<file path="config.mk">
export PLATFORM = sky130hd
export DESIGN_NAME = pad_cell_logic
export DESIGN_NICKNAME = d
export VERILOG_FILES = /design/src/rtl/pcl_pkg.sv /design/src/rtl/pcl_edge_det.sv /design/src/rtl/pcl_delay_line.sv /design/src/rtl/pcl_rx_stage.sv /design/src/rtl/pcl_tx_stage.sv /design/src/rtl/pad_cell_logic.sv
export SDC_FILE = /design/constraint.sdc
export NUM_CORES = 1
export LEC_CHECK = 0
export CAP_MARGIN = 5
export CORE_AREA = 2 2 39 41
export DETAILED_ROUTE_END_ITERATION = 10
export DIE_AREA = 0 0 41 43
export GPL_ROUTABILITY_DRIVEN = 1
export PLACE_DENSITY = 0.62
export SYNTH_ARGS = -nofsm -noshare
export SYNTH_HDL_FRONTEND = slang
export SYNTH_SLANG_ARGS = --single-unit
</file>
<file path="constraint.sdc">
create_clock -name clk_i -period 0.8 [get_ports clk_i]
set_input_delay 0.16 -clock clk_i [delete_from_list [all_inputs] [get_ports clk_i]]
set_output_delay 0.16 -clock clk_i [all_outputs]
set_load 0.05 [all_outputs]
</file>
<file path="src/rtl/pcl_pkg.sv">
package pcl_pkg;

    typedef struct packed {
        logic latch_mode;
        logic dly_en;
        logic a_reg;
        logic b_reg;
        logic clk_inv;
        logic gsr_val;
    } rx_cfg_t;

    typedef struct packed {
        logic clk_inv;
        logic data_inv;
        logic reg_sel;
        logic oe_inv;
        logic gsr_val;
    } tx_cfg_t;

endpackage

</file>
<file path="src/rtl/pcl_edge_det.sv">
module pcl_edge_det (
    input  logic clk_i,
    input  logic rst_ni,
    input  logic sig_i,
    input  logic inv_i,
    output logic level_o,
    output logic rise_o
);
    typedef struct packed {
        logic lvl;
    } edge_st_t;

    edge_st_t st_d, st_q;

    always_comb begin
        level_o    = sig_i ^ inv_i;
        rise_o     = level_o & ~st_q.lvl;
        st_d       = st_q;
        st_d.lvl   = level_o;
    end

    always_ff @(posedge clk_i or negedge rst_ni) begin
        if (!rst_ni) begin
            st_q <= '0;
        end else begin
            st_q <= st_d;
        end
    end
endmodule

</file>
<file path="src/rtl/pcl_delay_line.sv">
module pcl_delay_line #(
    parameter int unsigned DEPTH = 4
) (
    input  logic clk_i,
    input  logic rst_ni,
    input  logic din_i,
    output logic dout_o
);
    localparam int unsigned LAST = DEPTH - 1;

    typedef struct packed {
        logic [LAST:0] taps;
    } dly_st_t;

    dly_st_t st_d, st_q;

    generate
        if (DEPTH == 1) begin : g_single
            always_comb begin
                st_d      = st_q;
                st_d.taps = din_i;
            end
        end else begin : g_chain
            always_comb begin
                st_d      = st_q;
                st_d.taps = {st_q.taps[LAST-1:0], din_i};
            end
        end
    endgenerate

    assign dout_o = st_q.taps[LAST];

    always_ff @(posedge clk_i or negedge rst_ni) begin
        if (!rst_ni) begin
            st_q <= '0;
        end else begin
            st_q <= st_d;
        end
    end
endmodule

</file>
<file path="src/rtl/pcl_rx_stage.sv">
module pcl_rx_stage
    import pcl_pkg::*;
#(
    parameter int unsigned DELAY_CYC = 4
) (
    input  logic    clk_i,
    input  logic    rst_ni,
    input  logic    gsr_i,
    input  rx_cfg_t cfg_i,
    input  logic    rx_clk_i,
    input  logic    pad_i,
    output logic    rx_a_o,
    output logic    rx_b_o
);
    typedef struct packed {
        logic store;
    } rx_st_t;

    rx_st_t st_d, st_q;
    logic   clk_lvl;
    logic   clk_rise;
    logic   pad_late;
    logic   cap_data;
    logic   cap_en;

    pcl_edge_det u_rx_edge (
        .clk_i   (clk_i),
        .rst_ni  (rst_ni),
        .sig_i   (rx_clk_i),
        .inv_i   (cfg_i.clk_inv),
        .level_o (clk_lvl),
        .rise_o  (clk_rise)
    );

    pcl_delay_line #(
        .DEPTH (DELAY_CYC)
    ) u_rx_dly (
        .clk_i  (clk_i),
        .rst_ni (rst_ni),
        .din_i  (pad_i),
        .dout_o (pad_late)
    );

    always_comb begin
        cap_data = cfg_i.dly_en ? pad_late : pad_i;
        cap_en   = cfg_i.latch_mode ? clk_lvl : clk_rise;
        st_d     = st_q;
        if (gsr_i) begin
            st_d.store = cfg_i.gsr_val;
        end else if (cap_en) begin
            st_d.store = cap_data;
        end
        rx_a_o = cfg_i.a_reg ? st_q.store : pad_i;
        rx_b_o = cfg_i.b_reg ? st_q.store : pad_i;
    end

    always_ff @(posedge clk_i or negedge rst_ni) begin
        if (!rst_ni) begin
            st_q <= '0;
        end else begin
            st_q <= st_d;
        end
    end
endmodule

</file>
<file path="src/rtl/pcl_tx_stage.sv">
module pcl_tx_stage
    import pcl_pkg::*;
(
    input  logic    clk_i,
    input  logic    rst_ni,
    input  logic    gsr_i,
    input  tx_cfg_t cfg_i,
    input  logic    tx_clk_i,
    input  logic    tx_data_i,
    input  logic    oe_i,
    output logic    pad_o,
    output logic    pad_en_o
);
    typedef struct packed {
        logic store;
    } tx_st_t;

    tx_st_t st_d, st_q;
    logic   clk_lvl;
    logic   clk_rise;
    logic   data_pol;

    pcl_edge_det u_tx_edge (
        .clk_i   (clk_i),
        .rst_ni  (rst_ni),
        .sig_i   (tx_clk_i),
        .inv_i   (cfg_i.clk_inv),
        .level_o (clk_lvl),
        .rise_o  (clk_rise)
    );

    always_comb begin
        data_pol = tx_data_i ^ cfg_i.data_inv;
        st_d     = st_q;
        if (gsr_i) begin
            st_d.store = cfg_i.gsr_val;
        end else if (clk_rise) begin
            st_d.store = data_pol;
        end
        pad_o    = cfg_i.reg_sel ? st_q.store : data_pol;
        pad_en_o = oe_i ^ cfg_i.oe_inv;
    end

    always_ff @(posedge clk_i or negedge rst_ni) begin
        if (!rst_ni) begin
            st_q <= '0;
        end else begin
            st_q <= st_d;
        end
    end

    logic unused_lvl;
    assign unused_lvl = clk_lvl;
endmodule

</file>
<file path="src/rtl/pad_cell_logic.sv">
module pad_cell_logic
    import pcl_pkg::*;
#(
    parameter int unsigned DELAY_CYC = 4
) (
    input  logic clk_i,
    input  logic rst_ni,
    input  logic gsr_i,
    input  logic cfg_rx_latch_i,
    input  logic cfg_rx_dly_i,
    input  logic cfg_rx_a_reg_i,
    input  logic cfg_rx_b_reg_i,
    input  logic cfg_rx_clk_inv_i,
    input  logic cfg_rx_gsr_set_i,
    input  logic cfg_tx_clk_inv_i,
    input  logic cfg_tx_inv_i,
    input  logic cfg_tx_reg_i,
    input  logic cfg_oe_inv_i,
    input  logic cfg_tx_gsr_set_i,
    input  logic rx_clk_i,
    input  logic tx_clk_i,
    input  logic pad_i,
    input  logic tx_data_i,
    input  logic oe_i,
    output logic rx_a_o,
    output logic rx_b_o,
    output logic pad_o,
    output logic pad_en_o
);
    rx_cfg_t rx_cfg;
    tx_cfg_t tx_cfg;

    always_comb begin
        rx_cfg.latch_mode = cfg_rx_latch_i;
        rx_cfg.dly_en     = cfg_rx_dly_i;
        rx_cfg.a_reg      = cfg_rx_a_reg_i;
        rx_cfg.b_reg      = cfg_rx_b_reg_i;
        rx_cfg.clk_inv    = cfg_rx_clk_inv_i;
        rx_cfg.gsr_val    = cfg_rx_gsr_set_i;
        tx_cfg.clk_inv    = cfg_tx_clk_inv_i;
        tx_cfg.data_inv   = cfg_tx_inv_i;
        tx_cfg.reg_sel    = cfg_tx_reg_i;
        tx_cfg.oe_inv     = cfg_oe_inv_i;
        tx_cfg.gsr_val    = cfg_tx_gsr_set_i;
    end

    pcl_rx_stage #(
        .DELAY_CYC (DELAY_CYC)
    ) u_rx (
        .clk_i    (clk_i),
        .rst_ni   (rst_ni),
        .gsr_i    (gsr_i),
        .cfg_i    (rx_cfg),
        .rx_clk_i (rx_clk_i),
        .pad_i    (pad_i),
        .rx_a_o   (rx_a_o),
        .rx_b_o   (rx_b_o)
    );

    pcl_tx_stage u_tx (
        .clk_i     (clk_i),
        .rst_ni    (rst_ni),
        .gsr_i     (gsr_i),
        .cfg_i     (tx_cfg),
        .tx_clk_i  (tx_clk_i),
        .tx_data_i (tx_data_i),
        .oe_i      (oe_i),
        .pad_o     (pad_o),
        .pad_en_o  (pad_en_o)
    );
endmodule

</file>
==> impl_metrics.env, run 1 <==
export IMPL_root_buffer="clkbuf_4"
export IMPL_cts_made_buffers=3
export IMPL_end_kind="output pin"
export IMPL_h_tree_depth=1
export IMPL_drc=0
export IMPL_via_count=314
export IMPL_fin_skew_ns=0.00131
export IMPL_fp_row_count=14
export IMPL_power_w=0.00120
export IMPL_path_max_fanout=3
export IMPL_die_area_sq_mm=0.00176
export IMPL_min_period_ns=1.23
export IMPL_synth_nets=45
export IMPL_maxCapViolCount=0
export IMPL_start_util_pct=26.2
export IMPL_synthCells=26
export IMPL_cts_tree="yes"
export IMPL_fmax_mhz=811
export IMPL_cts_sinks=8
export IMPL_syn_avg_cell_area_sq_um=14.0
export IMPL_drt_wl_total_um=821
export IMPL_grt_max_degree=9
export IMPL_dpl_cell_area_sq_um=683
export IMPL_ys_types=13
export IMPL_layout_drive_gt1_share_pct=50.9
export IMPL_final_cell_mix="8 x dfrtp_1, 7 x dlygate4sd2_1, 5 x clkdlybuf4s50_1, 4 x buf_4"
export IMPL_dp_slack_ns=-0.556
export IMPL_fp_dieH_um=43
export IMPL_ys_ff_latch=8
export IMPL_postRouteAntennaNets=0
export IMPL_antenna_found_initial=0
export IMPL_period_share_pct=154
export IMPL_drtIter0Drc=1
export IMPL_core_sq_mm=0.00138
export IMPL_rsz0062_at_grt="yes"
export IMPL_viasPerCell=4.30
export IMPL_syn2layout_area_growth_pct=104
export IMPL_drt_first_pass_iters=2
export IMPL_io_pins=23
export IMPL_arrival_ns=1.07
export IMPL_worstMarginPinSlew_ns=0.202
export IMPL_final_cells=73
export IMPL_final_hold_violation_count=0
export IMPL_grt_pass1_vias=306
export IMPL_setup_viol=4
export IMPL_run_status="finished, violations left"
export IMPL_syn_cell_area_sq_um=363
export IMPL_grt_overflow_total=0
export IMPL_antennaDiodeCount=0
export IMPL_clkLatencyLatePin_ns=0.24
export IMPL_yosysSeqAreaShare_pct=55.2
export IMPL_io_buffers=22
export IMPL_p_leak_nw=0.347
export IMPL_grt_pass1_wl_um=1170
export IMPL_holdWs_ns=0.219
export IMPL_gr_usage_all_layers_pct=11.0
export IMPL_cp_start_kind="flip-flop"
export IMPL_setup_slack_ns=-0.434
export IMPL_layout_commonest_cell="dfrtp_1"
export IMPL_place_inst=68
export IMPL_cp_required_ns=0.64
export IMPL_yosysWarnings=0
export IMPL_vdd_drop_max_uv=922
export IMPL_path_class="reg2out"
export IMPL_p_per_area_mw_per_mm2=1610
export IMPL_final_area_sq_um=741
export IMPL_min_path_type="in2async"
export IMPL_slew_violations=0
export IMPL_path_clk_slew_ns=0.05
export IMPL_cts_buffer_depth=2
export IMPL_hpwl_um=636
export IMPL_nNetsFinal=78
export IMPL_routedWlPerCell_um=11.2
export IMPL_die_w_um=41
export IMPL_violations="setup timing"
export IMPL_slew_headroom_pct=86.5
export IMPL_gp_congestion=0.577
## final timing paths
path / startpoint / endpoint / slack (ns) / cells past startpoint
worst max-delay path: u_rx.st_q / rx_a_o / -0.43 / 2
worst min-delay path: rst_ni / u_rx.u_rx_dly.st_q[1] / 0.22 / 2
worst max register to register: u_rx.u_rx_dly.st_q[3] / u_rx.st_q / -0.08 / 3
worst min register to register: u_rx.u_rx_dly.st_q[1] / u_rx.u_rx_dly.st_q[2] / 0.35 / 0
max in group asynchronous: rst_ni / u_tx.u_tx_edge.st_q / 0.48 / 2
min in group clk_i: pad_i / u_rx.u_rx_dly.st_q[0] / 0.22 / 1
## registers in the layout, indices dropped and copies added, names as in the netlist
name and cells:
u_rx.u_rx_dly.st_q 4, u_rx.u_rx_edge.st_q 1, u_tx.st_q 1, u_tx.u_tx_edge.st_q 1, u_rx.st_q 1
## layer usage
| metal | wire length (um) | GRT usage (%) |
|---|---|---|
| met3 | 104 | 4.71 |
| met1 | 285 | 11.1 |
| met2 | 403 | 15.9 |
| met4 | 27 | 10.0 |
| met5 | 0 | 0 |
## cell type report
cell class	count	area, sq um
Timing Repair Buffer	28	294
Tap cell	16	20.0
Inverter	1	3.75
Fill cell	131	643
Multi-Input combinational cell	17	200
Clock buffer	3	22.5
Sequential cell	8	200
## metrics by stage
| stage | utilization [%] | TNS, ns |
|---|---|---|
| 4_1_cts | 52.4 | -1.42 |
| 3_3_place_gp | 49.4 | -3.25 |
| 5_1_grt | 53.5 | -1.52 |
| 3_5_place_dp | 49.4 | -3.31 |
| 6_report | 53.5 | -1.38 |
| 2_1_floorplan | - | -0.218 |
## cells in the mapped netlist, drive strengths merged
cell type / n / area, sq um
a21oi: 2 / 13.8
and3: 1 / 7.51
dfrtp: 8 / 200
inv: 1 / 3.75
mux2: 3 / 33.8
mux2i: 1 / 10.0
nand2: 2 / 7.51
nand2b: 1 / 6.26
nor3b: 1 / 12.5
o31ai: 2 / 25.0
xor2: 4 / 42.6
## repair_timing
action / CTS / global route
pin swaps: 7 / 4
hold endpoints to repair: 0 / 0
buffers inserted: 1 / 1
hold buffers: 0 / 0
endpoints found under the setup margin: 7 / 6
gates cloned: 0 / 0
gates resized for setup: 28 / 5
## power by group
group / switching (W) / total (W) / leakage, nW / internal (W)
registers: 0.0000212 / 0.000460 / 0.0938 / 0.000439
clock network: 0.000119 / 0.000289 / 0.0138 / 0.000170
logic: 0.000194 / 0.000446 / 0.240 / 0.000253
## kinds of logic (layout without fill, tap and decap cells)
kind of cell    Yosys count  count (layout)  share of synthesized area (%)
compound gates            4               4                           10.7
xor+xnor                  4               4                           11.7
simple gates              5               5                           9.31
buf+inv                   1              32                           1.03
flops                     8               8                           55.2
mux                       4               4                           12.1
## worst max-delay path, stage by stage (launching register included)
cell and delay, ns:
dfrtp_1 0.40, mux2_4 0.28, buf_8 0.15
(Power assumes the default switching activity.)
==> run 2, diff against run 1 <==
Settings changed: SYNTH_HIERARCHICAL from default to 1.
==> run 2 against run 1 <==
Net effect: the run still ends with setup timing left; cell area grew 2.0%; first-iteration DRC count is the same; critical path type unchanged; sequential cell count is the same; synthesized area shrank 0.69%; register-to-register slack lost 0.18 ns.
==> impl_metrics.env, run 2 <==
export IMPL_fp_dieH_um=43
export IMPL_start_util_pct=26.0
export IMPL_arrival_ns=1.07
export IMPL_cp_required_ns=0.64
export IMPL_synth_top_area_cell="dfrtp_1"
export IMPL_power_w=0.00119
export IMPL_grt_max_degree=9
export IMPL_crit_path_top_delay_cell="dfrtp_1"
export IMPL_viasPerCell=4.19
export IMPL_yosysWarnings=6
export IMPL_yosysSeqAreaShare_pct=55.6
export IMPL_cp_cell_sequence="mux2_4 > buf_8"
export IMPL_p_leak_nw=0.356
export IMPL_cp_start_kind="flip-flop"
export IMPL_final_cell_mix="9 x dlygate4sd2_1, 8 x dfrtp_1, 6 x clkdlybuf4s50_1, 5 x buf_4"
export IMPL_grt_overflow_total=0
export IMPL_fp_row_count=14
export IMPL_ys_types=13
export IMPL_syn2layout_area_growth_pct=110
export IMPL_syn_cell_area_sq_um=360
export IMPL_via_count=310
export IMPL_path_class="reg2out"
export IMPL_path_max_fanout=3
export IMPL_netlist_top_cells_count="8 x dfrtp_1, 3 x mux2i_1, 3 x xor2_1"
export IMPL_syn_avg_cell_area_sq_um=13.3
export IMPL_rsz0062_at_grt="yes"
export IMPL_die_w_um=41
export IMPL_crit_buf_inv=1
export IMPL_antennaDiodeCount=0
export IMPL_vdd_drop_max_uv=1390
export IMPL_gr_usage_all_layers_pct=10.8
export IMPL_synth_nets=46
export IMPL_io_buffers=22
export IMPL_ys_ff_latch=8
export IMPL_antenna_found_initial=0
export IMPL_dp_slack_ns=-0.749
export IMPL_slew_headroom_pct=86.5
export IMPL_root_buffer="clkbuf_4"
export IMPL_synth_edff_count=0
export IMPL_gp_congestion=0.689
export IMPL_nNetsFinal=79
export IMPL_cts_sinks=8
export IMPL_fmax_mhz=810
export IMPL_drt_wl_total_um=809
export IMPL_drc=0
export IMPL_drt_first_pass_iters=2
export IMPL_grt_pass1_wl_um=1210
export IMPL_grt_pass1_vias=281
export IMPL_hpwl_um=697
export IMPL_path_delay_family="flip-flops"
export IMPL_io_pins=23
export IMPL_met1_usage_pct=11.4
export IMPL_postRouteAntennaNets=0
export IMPL_async_reset_ff_share_pct=100
export IMPL_end_kind="output pin"
export IMPL_cts_tree="yes"
export IMPL_busiest_layer="met2"
export IMPL_routedWlPerCell_um=10.9
export IMPL_min_period_ns=1.23
export IMPL_synth_top_area_share_pct=55.6
export IMPL_maxCapViolCount=0
export IMPL_fin_util_pct=54.6
export IMPL_period_share_pct=154
export IMPL_violations="setup timing"
export IMPL_synth_most_common_cell="dfrtp_1"
export IMPL_cts_buffer_depth=2
export IMPL_setup_viol=5
export IMPL_die_area_sq_mm=0.00176
export IMPL_run_status="finished, violations left"
export IMPL_min_path_type="in2async"
export IMPL_worstMarginPinSlew_ns=0.201
export IMPL_clkLatencyLatePin_ns=0.25
export IMPL_slew_violations=0
export IMPL_cts_made_buffers=3
export IMPL_path_clk_slew_ns=0.05
export IMPL_drtIter0Drc=1
export IMPL_synthCells=27
export IMPL_layout_drive_gt1_share_pct=43.1
export IMPL_synth_area_leaders="dfrtp_1 56%, mux2i_1 8.3%, xor2_1 7.3%"
export IMPL_largest_register="u_rx/u_rx_dly/st_q"
export IMPL_h_tree_depth=1
export IMPL_core_sq_mm=0.00138
export IMPL_final_hold_violation_count=0
export IMPL_setup_slack_ns=-0.434
export IMPL_largest_reg_flops=4
export IMPL_fin_skew_ns=0.00481
export IMPL_layout_commonest_cell="dlygate4sd2_1"
export IMPL_met2_usage_pct=17.8
export IMPL_p_per_area_mw_per_mm2=1580
export IMPL_critPathMaxStageDelay_ns=0.40
export IMPL_use_met3_pct=6.28
export IMPL_ys_flop_type="dfrtp_1"
-- run 2: power breakdown --
group	switching [W]	leakage, nW	internal, W	total, W
logic	0.000191	0.248	0.000254	0.000445
registers	0.0000141	0.0942	0.000438	0.000452
clock network	0.000125	0.0138	0.000171	0.000296
total	0.000331	0.356	0.000863	0.00119
-- run 2: through the flow --
| stage | instance area [sq um] | TNS, ns | std cells | hold WS [ns] |
|---|---|---|---|---|
| after global placement | 712 | -3.68 | 70 | 0.337 |
| final | 756 | -1.67 | 74 | 0.231 |
| after detailed placement | 712 | -3.83 | 70 | 0.341 |
| after floorplan | 407 | -0.607 | 27 | -0.136 |
| after CTS | 742 | -1.75 | 73 | 0.227 |
| after global routing | 756 | -1.90 | 74 | 0.221 |
-- run 2: per-layer routing --
layer	vias to the layer above	share of wire [%]
met5	-	0
met4	0	0
met3	0	8.9
met2	12	53
met1	145	38
li1	153	-
-- run 2: kinds of logic after synthesis --
| family | Yosys count | synth area share (%) |
|---|---|---|
| XOR/XNOR | 4 | 9.72 |
| flip-flops | 8 | 55.6 |
| AO/OA/AOI/OAI | 2 | 3.47 |
| AND/OR/NAND/NOR | 6 | 11.5 |
| multiplexers | 6 | 18.7 |
| buffers and inverters | 1 | 1.04 |
-- run 2: area by class of cell --
| cell class | instances | area (sq um) |
|---|---|---|
| Fill cell | 132 | 628 |
| Tap cell | 16 | 20.0 |
| Clock buffer | 3 | 22.5 |
| Sequential cell | 8 | 200 |
| Inverter | 1 | 3.75 |
| Multi-Input combinational cell | 18 | 210 |
| Timing Repair Buffer | 28 | 299 |
-- run 2: worst paths after layout --
| kind | startpoint | end | slack, ns | cells after the start |
|---|---|---|---|---|
| setup / recovery | u_rx/st_q | rx_a_o | -0.43 | 2 |
| hold / removal | rst_ni | u_tx/st_q | 0.23 | 2 |
| setup reg to reg | u_rx/u_rx_edge/st_q | u_rx/st_q | -0.26 | 4 |
| hold reg to reg | u_rx/u_rx_dly/st_q[1] | u_rx/u_rx_dly/st_q[2] | 0.34 | 0 |
| max in group asynchronous | rst_ni | u_rx/u_rx_dly/st_q[0] | 0.47 | 2 |
| min in group clk_i | cfg_tx_clk_inv_i | u_tx/u_tx_edge/st_q | 0.23 | 2 |
-- run 2: timing repair --
item / in CTS / in global routing
gates resized for setup: 27 / 2
hold buffers: 0 / 0
setup buffers: 0 / 1
pin swaps: 5 / 3
endpoints found under the setup margin: 6 / 6
